**config.mk**
```make
export PLATFORM = sky130hd
export DESIGN_NAME = flash_done_poller
export DESIGN_NICKNAME = d
export VERILOG_FILES = /design/src/rtl/fpoll_pkg.sv /design/src/rtl/fpoll_judge.sv /design/src/rtl/fpoll_budget.sv /design/src/rtl/flash_done_poller.sv
export SDC_FILE = /design/constraint.sdc
export NUM_CORES = 1
export LEC_CHECK = 0
export ABC_CLOCK_PERIOD_IN_PS = 4700
export CORE_MARGIN = 10
export CORE_UTILIZATION = 45
export CTS_CLUSTER_SIZE = 10
export DETAILED_ROUTE_END_ITERATION = 10
export GPL_ROUTABILITY_DRIVEN = 1
export PLACE_DENSITY = 0.78
export SYNTH_ARGS = -nofsm -noshare
export SYNTH_HDL_FRONTEND = slang
export SYNTH_HIERARCHICAL = 1
export SYNTH_SLANG_ARGS = --single-unit
```
**constraint.sdc**
```tcl
create_clock -name clk -period 4.7 [get_ports clk]
set_clock_uncertainty 0.05 [all_clocks]
set_input_delay 0.47 -clock clk [delete_from_list [all_inputs] [get_ports clk]]
set_output_delay 0.47 -clock clk [all_outputs]
set_load 0.01 [all_outputs]
```
**src/rtl/fpoll_pkg.sv**
```systemverilog
// Package: shared types for the flash completion polling controller.
// Assumes: nothing beyond IEEE 1800-2017.
package fpoll_pkg;
    typedef enum logic [1:0] {
        S_IDLE = 2'd0,
        S_REQ  = 2'd1,
        S_WAIT = 2'd2
    } fsm_t;

    typedef enum logic [1:0] {
        K_POLL    = 2'd0,
        K_RECHECK = 2'd1,
        K_VERIFY  = 2'd2
    } rkind_t;
endpackage

```
**src/rtl/fpoll_judge.sv**
```systemverilog
// Module: fpoll_judge
// Judges one returned byte: whether the status shows completion, whether the
// error flag (bit 5) is set, and whether a verify byte matches.
// Assumes: prev6/have_prev belong to the current run only.
module fpoll_judge (
    input  logic       toggle_mode,
    input  logic       erase_mode,
    input  logic [7:0] exp_byte,
    input  logic       have_prev,
    input  logic       prev6,
    input  logic [7:0] rd_byte,
    output logic       complete,
    output logic       err_flag,
    output logic       match
);
    logic want7;

    // Derive the completion condition for the selected method.
    always_comb begin
        want7    = erase_mode ? 1'b1 : exp_byte[7];
        if (toggle_mode)
            complete = have_prev && (prev6 == rd_byte[6]);
        else
            complete = (rd_byte[7] == want7);
        err_flag = rd_byte[5];
        match    = (rd_byte == exp_byte);
    end
endmodule

```
**src/rtl/fpoll_budget.sv**
```systemverilog
// Module: fpoll_budget
// Counts poll reads in a run and flags the read that uses up the budget.
// Assumes: clr and inc never assert together.
module fpoll_budget #(
    parameter int MAX_POLLS = 64
) (
    input  logic clk,
    input  logic rst_n,
    input  logic clr,
    input  logic inc,
    output logic last
);
    localparam int CW = $clog2(MAX_POLLS + 1);

    logic [CW-1:0] cnt;

    // Poll read counter, cleared at the start of every run.
    always_ff @(posedge clk) begin
        if (!rst_n || clr)
            cnt <= '0;
        else if (inc)
            cnt <= cnt + 1'b1;
    end

    // Flag the read that would be the final one allowed.
    always_comb last = (cnt == CW'(MAX_POLLS - 1));

    // the controller stops counting once the budget is spent.
    a_r9_count_bound: assert property (@(posedge clk) disable iff (!rst_n)
        cnt <= CW'(MAX_POLLS));
endmodule

```
**src/rtl/flash_done_poller.sv**
```systemverilog
// Module: flash_done_poller
// Host-side controller that polls a flash location until a program or erase
// completes (level method on bit 7 or toggle method on bit 6). It rechecks
// once after the error flag, verifies programmed bytes, and reports pass/fail.
// Assumes: one rd_valid pulse per rd_req, at least one cycle later.
module flash_done_poller
    import fpoll_pkg::*;
#(
    parameter int ADDR_W    = 16,
    parameter int MAX_POLLS = 64
) (
    input  logic              clk,
    input  logic              rst_n,
    input  logic              start,
    input  logic              use_toggle,
    input  logic              is_erase,
    input  logic [ADDR_W-1:0] tgt_addr,
    input  logic [7:0]        exp_data,
    output logic              rd_req,
    output logic [ADDR_W-1:0] rd_addr,
    input  logic              rd_valid,
    input  logic [7:0]        rd_data,
    output logic              busy,
    output logic              done,
    output logic              pass,
    output logic              fail
);
    fsm_t              state;
    rkind_t            kind;
    logic [ADDR_W-1:0] addr_q;
    logic [7:0]        exp_q;
    logic              tog_q, ers_q, have_prev, prev6;
    logic              done_q, pass_q, fail_q;
    logic              complete, err_flag, match, last;
    logic              got, status_rd, poll_rd;

    fpoll_judge u_judge (
        .toggle_mode (tog_q),
        .erase_mode  (ers_q),
        .exp_byte    (exp_q),
        .have_prev   (have_prev),
        .prev6       (prev6),
        .rd_byte     (rd_data),
        .complete    (complete),
        .err_flag    (err_flag),
        .match       (match)
    );

    // Decode which read just returned.
    always_comb begin
        got       = (state == S_WAIT) && rd_valid;
        status_rd = got && (kind != K_VERIFY);
        poll_rd   = got && (kind == K_POLL);
    end

    fpoll_budget #(.MAX_POLLS(MAX_POLLS)) u_budget (
        .clk   (clk),
        .rst_n (rst_n),
        .clr   (state == S_IDLE),
        .inc   (poll_rd),
        .last  (last)
    );

    // Main sequencer: issue reads, judge each reply, finish the run.
    always_ff @(posedge clk) begin
        if (!rst_n) begin
            state     <= S_IDLE;
            kind      <= K_POLL;
            addr_q    <= '0;
            exp_q     <= '0;
            tog_q     <= 1'b0;
            ers_q     <= 1'b0;
            have_prev <= 1'b0;
            prev6     <= 1'b0;
            done_q    <= 1'b0;
            pass_q    <= 1'b0;
            fail_q    <= 1'b0;
        end else begin
            done_q <= 1'b0;
            pass_q <= 1'b0;
            fail_q <= 1'b0;
            case (state)
                S_IDLE: if (start) begin
                    addr_q    <= tgt_addr;
                    exp_q     <= exp_data;
                    tog_q     <= use_toggle;
                    ers_q     <= is_erase;
                    have_prev <= 1'b0;
                    kind      <= K_POLL;
                    state     <= S_REQ;
                end
                S_REQ: state <= S_WAIT;
                S_WAIT: if (rd_valid) begin
                    if (kind == K_VERIFY) begin
                        state  <= S_IDLE;
                        done_q <= 1'b1;
                        pass_q <= match;
                        fail_q <= !match;
                    end else begin
                        have_prev <= 1'b1;
                        prev6     <= rd_data[6];
                        if (complete) begin
                            if (ers_q) begin
                                state  <= S_IDLE;
                                done_q <= 1'b1;
                                pass_q <= 1'b1;
                            end else begin
                                kind  <= K_VERIFY;
                                state <= S_REQ;
                            end
                        end else if (kind == K_RECHECK || (!err_flag && last)) begin
                            state  <= S_IDLE;
                            done_q <= 1'b1;
                            fail_q <= 1'b1;
                        end else begin
                            if (err_flag)
                                kind <= K_RECHECK;
                            state <= S_REQ;
                        end
                    end
                end
                default: state <= S_IDLE;
            endcase
        end
    end

    // Drive the port outputs from state.
    always_comb begin
        rd_req  = (state == S_REQ);
        rd_addr = addr_q;
        busy    = (state != S_IDLE);
        done    = done_q;
        pass    = pass_q;
        fail    = fail_q;
    end

    // a request is a single-cycle pulse, never issued while waiting.
    a_r2_req_pulse: assert property (@(posedge clk) disable iff (!rst_n)
        rd_req |=> !rd_req);
    // no request while idle.
    a_r2_idle_quiet: assert property (@(posedge clk) disable iff (!rst_n)
        !busy |-> !rd_req);
    // done carries exactly one verdict; a verdict never appears alone.
    a_r10_one_verdict: assert property (@(posedge clk) disable iff (!rst_n)
        done |-> $onehot({pass, fail}));
    a_r10_no_stray: assert property (@(posedge clk) disable iff (!rst_n)
        !done |-> !(pass || fail));
    // done is a single pulse.
    a_r10_pulse: assert property (@(posedge clk) disable iff (!rst_n)
        done |=> !done);
    // a recheck that is still not complete ends the run with fail.
    a_r6_recheck_fail: assert property (@(posedge clk) disable iff (!rst_n)
        (status_rd && kind == K_RECHECK && !complete) |=> (done && fail));
    // the verify verdict follows the byte comparison.
    a_r8_verify: assert property (@(posedge clk) disable iff (!rst_n)
        (got && kind == K_VERIFY) |=> (done && (pass == $past(rd_data == exp_q))));
endmodule

```
==> implementation parameters, run 1 <==
Parameter                              Value

Pwr
  Switching power total    between 150 and 200 uW
  Cell Pwr Density    299.7 mW/mm^2
  Internal Pwr Total    around 550 uW
  Worst VDD drop    0.1993 mV
  Combinational cell fraction of total power    about 18%
  Clock power share    approximately 29%
  Portion of total power attributed to sequential cells    52.5%
  Sw frac    25.83%
  Leakage component of the power    0.8764 nW

Synth
  Post-synthesis sequential element count    42
  Post-Syn Area per Cell    about 8.3 sq um
  Cell Area, Synth    roughly 0.0018 sq mm
  Synth unique cells    41
  Register area share after synthesis    46.25%
  Cells after Synth    219
  Synthesized Nets    258
  Total of warnings raised by yosys    6

Routing
  Average via count per standard cell    5.003
  Vias    roughly 1600
  Final antenna-violating net count    0
  Overall routed net length    approximately 4300 microns
  Routed length per placed instance    13.20 microns
  Initial detailed-routing violation count    68
  Residual DRC    0
  Detailed-router iteration count before antenna repair    4

Final layout
  Highest-count cells in the layout ignoring fill and taps    sky130_fd_sc_hd__nand2_1, sky130_fd_sc_hd__clkdlybuf4s50_1, sky130_fd_sc_hd__dfxtp_1, sky130_fd_sc_hd__a21oi_1
  Count of filler cells inserted in the layout    361
  Share of layout cells above drive strength 1    ~6.6%
  Antenna fix cells    0
  Storage cell area    840.8 sq um
  Synthesis-to-layout area growth    35.44%
  Core utilization of the finished layout    between 60% and 70%
  Most common library cell in the layout ignoring fill and taps    sky130_fd_sc_hd__nand2_1
  Multi-input gate area    884.6 sq um
  Number of nets in the layout    312

GRT
  Via count of the first global-routing pass    between 1500 and 2000
  Antenna violations before repair    0
  Global-route wire length before repair    ~7000 microns
  Remaining Overflow, GRT    0
  Overall fraction of global-route tracks in use    approximately an eighth
  Maximum number of pins on one net before global-route repair    32

Critical path
  Worst Reg2Reg Path Length in Cells    5
  Type of destination of the critical path    flop
  Endpoint of the lowest-slack register-to-register path    u_budget/cnt[5]
  Highest cell delay on the worst timing path    0.63 ns
  Slowest library cell on the worst path    sky130_fd_sc_hd__nor3_1
  Critical path launch point type    input port
  Worst r2r src    state[1]
  Required time worst endpoint    4.87 ns
  Maximum net fanout on the critical path    6
  Cell breakdown of the critical path    clkdlybuf4s50_1 -> nand3b_1 -> nor3_1 -> nand4_2 -> or3_1 -> a21oi_1
  Path type of the worst setup path    input port to flop
  Reg-to-reg setup timing slack    2.59 ns
  Arrival time at the worst endpoint    about 2.5 ns

Worst hold path
  Min-Delay Endpoint    rd_addr[0]
  Tightest Hold Check Type    flop to flop
  Cell count of the worst hold path    2
  Worst hold path startpoint    rd_addr[0]

Place
  HPWL reported at the end of detailed placement    3134 microns
  Number of port buffers    58
  Placement-stage worst setup slack    2.111 ns
  Final GP Congestion    0.8615

Floorplan
  Standard cell core area    0.003943 sq mm
  Die ar.    0.006982 sq mm
  Initial core utilization    46.11%
  Number of top-level design ports    59
  Number of rows in the core area    23
  Horizontal extent of the die    83.56 microns
  Die Ht    83.56 microns

Timing
  Post-route setup TNS    0 ns
  Worst rel slew slack    34.51%
  Measured slew at the worst slew-check pin    ~1 ns
  Setup repair after global routing missed its margin    no
  Fin. Hold Viols    0
  Top achievable clock speed    436.0 MHz
  Final setup violation count    0
  Final setup margin    approximately 2.4 ns
  Count of pins over their slew limit    0
  Fin crit period    2.294 ns
  Post-route clock period utilization    about half

Clock tree
  Master cell of the clock root buffer    sky130_fd_sc_hd__clkbuf_8
  Post CTS Setup Buffer Count    0
  Clock latency on the worst-skew pair    a little under 0.3 ns
  TritonCTS clock tree    yes
  Number of buffers on the longest clock path    2
  Hold-fix buffers, CTS    0
  Maximum level of the CTS H-tree    2
  # clock sinks    between 40 and 50
  Total CTS buffers    5
  Post-CTS Resized    0
  Reg clk slew, reported paths    0.07 ns

Status
  Status    completed

Flow run
  Maxcap violations    0
[metal layers]
layer | GRT usage (%) | share of wire (%)
met4 | 3.653 | 0.84
met1 | 12.26 | 42
met5 | 0 | 0
met3 | 8.301 | 11
met2 | 18.82 | 46
[logic make-up (layout without fill, tap and decap cells)]
logic type / count (synthesis) / in the layout / share of synthesized area (%)
AO/OA/AOI/OAI: 45 / 45 / 13.97
XOR/XNOR: 14 / 14 / 6.745
adder cells (fa/ha/maj): 2 / 2 / 1.239
buffers and inverters: 15 / 69 / 5.092
flip-flops: 42 / 42 / 46.25
multiplexers: 2 / 2 / 1.170
AND/OR/NAND/NOR: 99 / 99 / 25.53
[cell usage after synthesis, drive strengths merged]
master	n	area [sq um]
o21a	1	7.510
o21ai	6	33.78
mux2i	1	10.01
a211oi	1	7.510
nor3	1	5.000
buf	8	66.31
nand3b	2	15.01
nor2	13	53.80
a21oi	32	160.2
o32ai	2	17.52
or2	1	6.260
nand2b	4	27.53
and2b	1	8.760
nor3b	2	15.01
o211a	1	10.01
or3	2	12.51
o22a	1	8.760
ha	1	12.51
or4	1	7.510
xnor2	11	96.34
nand3	3	15.01
a211o	1	8.760
clkbuf	3	11.26
dfxtp	42	840.8
and2	1	6.260
xor2	3	26.28
nor2b	2	20.02
inv	4	15.01
nand2	61	234.0
maj3	1	10.01
mux2	1	11.26
nand4	5	37.53
[worst max-delay path, delay by kind of cell]
kind	cells	cell delay (ns)
AO/OA/AOI/OAI	1	0.14
buffers and inverters	1	0.52
AND/OR/NAND/NOR	4	1.34
[how the worst max path moves through the flow]
stage	start	to	slack [ns]	cells past startpoint
finish	rd_valid	u_budget/cnt[5]	2.41	6
global route	rd_valid	u_budget/cnt[5]	2.26	6
CTS	rd_valid	u_budget/cnt[5]	2.42	6
detailed placement	rd_valid	u_budget/cnt[5]	2.11	6
global placement	rd_valid	u_budget/cnt[5]	2.14	6
floorplan	u_budget/cnt[0]	fail	3.06	7
[power by group through the flow]
stage / clock network (mW) / registers, mW / logic (mW)
after floorplan: 0 / 0.397 / 0.0718
after global placement: 0 / 0.395 / 0.135
after detailed placement: 0 / 0.396 / 0.135
after CTS: 0.226 / 0.388 / 0.136
after global routing: 0.239 / 0.390 / 0.149
final: 0.216 / 0.387 / 0.134
[state kept, by name (all words and copies together) (netlist names), 2 cells and up]
name          cells
rd_addr          16
u_budget/cnt      7
kind              2
state             2
exp_q             8
[stage by stage]
stage	hold slack, ns	power (mW)	std cells	instance area (sq um)
after floorplan	0.3988	0.4690	219	1818
after global placement	0.3916	0.5294	316	2384
after detailed placement	0.3961	0.5311	316	2384
after CTS	0.4066	0.7489	323	2462
after global routing	0.4291	0.7772	323	2462
final	0.4064	0.7379	323	2462
[layout make-up]
class / instances / area share (%)
multi-input cells: 162 / 35.92
flip-flops and latches: 42 / 34.15
repair buffers: 58 / 23.58
clock buffers: 5 / 2.795
well taps: 50 / 2.541
inverters: 4 / 0.6098
clock inverters: 2 / 0.4065
(Power assumes the default switching activity.)
==> run 2: changes to the inputs <==
--- a/config.mk
+++ b/config.mk
@@ -5,7 +5,7 @@
 export SDC_FILE = /design/constraint.sdc
 export NUM_CORES = 1
 export LEC_CHECK = 0
-export ABC_CLOCK_PERIOD_IN_PS = 4700
+export ABC_CLOCK_PERIOD_IN_PS = 2400
 export CORE_MARGIN = 10
 export CORE_UTILIZATION = 45
 export CTS_CLUSTER_SIZE = 10
==> constraint.sdc (replaced) <==
create_clock -name clk -period 2.4 [get_ports clk]
set_clock_uncertainty 0.05 [all_clocks]
set_input_delay 0.24 -clock clk [delete_from_list [all_inputs] [get_ports clk]]
set_output_delay 0.24 -clock clk [all_outputs]
set_load 0.01 [all_outputs]
==> implementation parameters, run 2 (synthesized netlist as in run 1, its figures left out) <==
Parameter                              Value

Place
  Number of port buffers    58
  Final GP Congestion    0.8361
  HPWL reported at the end of detailed placement    3312 microns

Routing
  Initial detailed-routing violation count    97
  Detailed-router iteration count before antenna repair    4
  Final antenna-violating net count    0
  Overall routed net length    4420 microns
  Vias    around 1600
  Residual DRC    0
  Routed length per placed instance    13.52 microns
  Average via count per standard cell    4.963

Critical path
  Maximum net fanout on the critical path    9
  Slowest library cell on the worst path    sky130_fd_sc_hd__clkdlybuf4s50_1
  Worst r2r src    u_budget/cnt[0]
  Worst Reg2Reg Path Length in Cells    7
  Reg-to-reg setup timing slack    0.59 ns
  Cell family contributing the most delay on the critical path    buffers and inverters
  Critical path launch point type    flop
  Arrival time at the worst endpoint    1.53 ns
  Highest cell delay on the worst timing path    0.53 ns
  Endpoint of the lowest-slack register-to-register path    fail
  Cell breakdown of the critical path    and2b_2 -> clkdlybuf4s50_1
  Type of destination of the critical path    primary output
  Total buffers and inverters traversed by the critical path    1
  Required time worst endpoint    2.11 ns
  Path type of the worst setup path    flop to primary output

Clock tree
  Hold-fix buffers, CTS    0
  Maximum level of the CTS H-tree    2
  Post-CTS Resized    0
  Master cell of the clock root buffer    sky130_fd_sc_hd__clkbuf_8
  Total CTS buffers    5
  Post CTS Setup Buffer Count    0
  # clock sinks    42
  Clock latency on the worst-skew pair    roughly 0.3 ns
  Reg clk slew, reported paths    0.08 ns
  Number of buffers on the longest clock path    2
  TritonCTS clock tree    yes

Pwr
  Worst VDD drop    0.5741 mV
  Leakage component of the power    just under 0.9 nW
  Cell Pwr Density    about 600 mW/mm^2

Floorplan
  Number of top-level design ports    59
  Horizontal extent of the die    about 84 microns
  Die Ht    83.56 microns
  Die ar.    0.006982 sq mm
  Initial core utilization    a little under half
  Standard cell core area    about 0.0039 sq mm
  Number of rows in the core area    23

Timing
  Setup repair after global routing missed its margin    no
  Measured slew at the worst slew-check pin    0.5090 ns
  Count of pins over their slew limit    0
  Post-route worst hold slack    slightly above 0.4 ns
  Fin crit period    1.815 ns
  Final setup violation count    0
  Worst rel slew slack    between 60 and 70%
  Fin. Hold Viols    0
  Post-route clock period utilization    75.63%
  Top achievable clock speed    550.9 MHz
  Post-route setup TNS    0 ns

Worst hold path
  Cell count of the worst hold path    2
  Worst hold path startpoint    rd_addr[10]
  Tightest Hold Check Type    flop to flop
  Min-Delay Endpoint    rd_addr[10]

Final layout
  Most common library cell in the layout ignoring fill and taps    sky130_fd_sc_hd__nand2_1
  Highest-count cells in the layout ignoring fill and taps    sky130_fd_sc_hd__nand2_1, sky130_fd_sc_hd__clkdlybuf4s50_1, sky130_fd_sc_hd__dfxtp_1, sky130_fd_sc_hd__a21oi_1
  Synthesis-to-layout area growth    37.58%
  Share of layout cells above drive strength 1    slightly below 8%
  Number of nets in the layout    315
  Count of filler cells inserted in the layout    339
  Antenna fix cells    0
  Max FFs per register    16

GRT
  Overall fraction of global-route tracks in use    12.41%
  Global-route wire length before repair    7369 microns
  Remaining Overflow, GRT    0
  Maximum number of pins on one net before global-route repair    28
  Antenna violations before repair    0
  Via count of the first global-routing pass    1575

Status
  Status    completed

Flow run
  Maxcap violations    0
## run 2: cell count changes in the layout (fill, tap and decap cells not counted)
| cell | before | now |
|---|---|---|
| sky130_fd_sc_hd__buf_4 | 0 | 3 |
| sky130_fd_sc_hd__clkinv_2 | 2 | 1 |
| sky130_fd_sc_hd__clkbuf_8 | 5 | 6 |
| sky130_fd_sc_hd__clkinvlp_4 | 0 | 1 |
## run 2: worst max path at each step
stage	from	depth (start not counted)	end
finish	state[0]	2	rd_req
CTS	state[0]	2	rd_req
floorplan	u_budget/cnt[0]	7	fail
global placement	rd_valid	6	u_budget/cnt[5]
detailed placement	rd_valid	6	u_budget/cnt[5]
global route	u_budget/cnt[0]	7	fail
## run 2: layer usage
metal | global-route usage (%) | share of wire [%] | routed length (microns) | up-vias
met4 | 4.871 | 1.7 | 75 | 0
met1 | 13.65 | 42 | 1854 | 735
met3 | 7.227 | 10 | 443 | 8
met2 | 19.16 | 46 | 2047 | 41
li1 | - | - | - | 839
met5 | 0 | 0 | 0 | -
## run 2: final cells by class
cell class,instances,area [sq um],share of cell area (%)
Clock buffer,6,82.58,3.302
Clock inverter,2,12.51,0.5002
Inverter,4,15.01,0.6003
Multi-Input combinational cell,162,884.6,35.37
Sequential cell,42,840.8,33.62
Tap cell,50,62.56,2.501
Timing Repair Buffer,61,603.1,24.11
## run 2: power by group
group	internal, mW	leakage (nW)	switching (mW)
sequential	0.732	0.343	0.0262
combinational	0.148	0.505	0.121
clock	0.231	0.0472	0.249
total	1.11	0.895	0.396
## run 2: per-stage QoR
stage          instance area [sq um]  utilization (%)  total power, mW  setup WS [ns]  std cells
6_report                        2501            63.44            1.507         0.5849        327
5_1_grt                         2501            63.44            1.586         0.4480        327
4_1_cts                         2501            63.44            1.526         0.5761        327
3_5_place_dp                    2406            61.03            1.046         0.3781        319
3_3_place_gp                    2406            61.03            1.042         0.4377        319
2_1_floorplan                   1818                -           0.9184         0.7571        219
## run 2: worst register-to-register path: stages, from the launching register on
cell,delay [ns]
sky130_fd_sc_hd__dfxtp_1,0.38
sky130_fd_sc_hd__ha_1,0.21
sky130_fd_sc_hd__nand4_1,0.15
sky130_fd_sc_hd__nor3b_1,0.22
sky130_fd_sc_hd__nand2b_1,0.11
sky130_fd_sc_hd__maj3_1,0.36
sky130_fd_sc_hd__o22a_1,0.18
sky130_fd_sc_hd__nor2_1,0.08
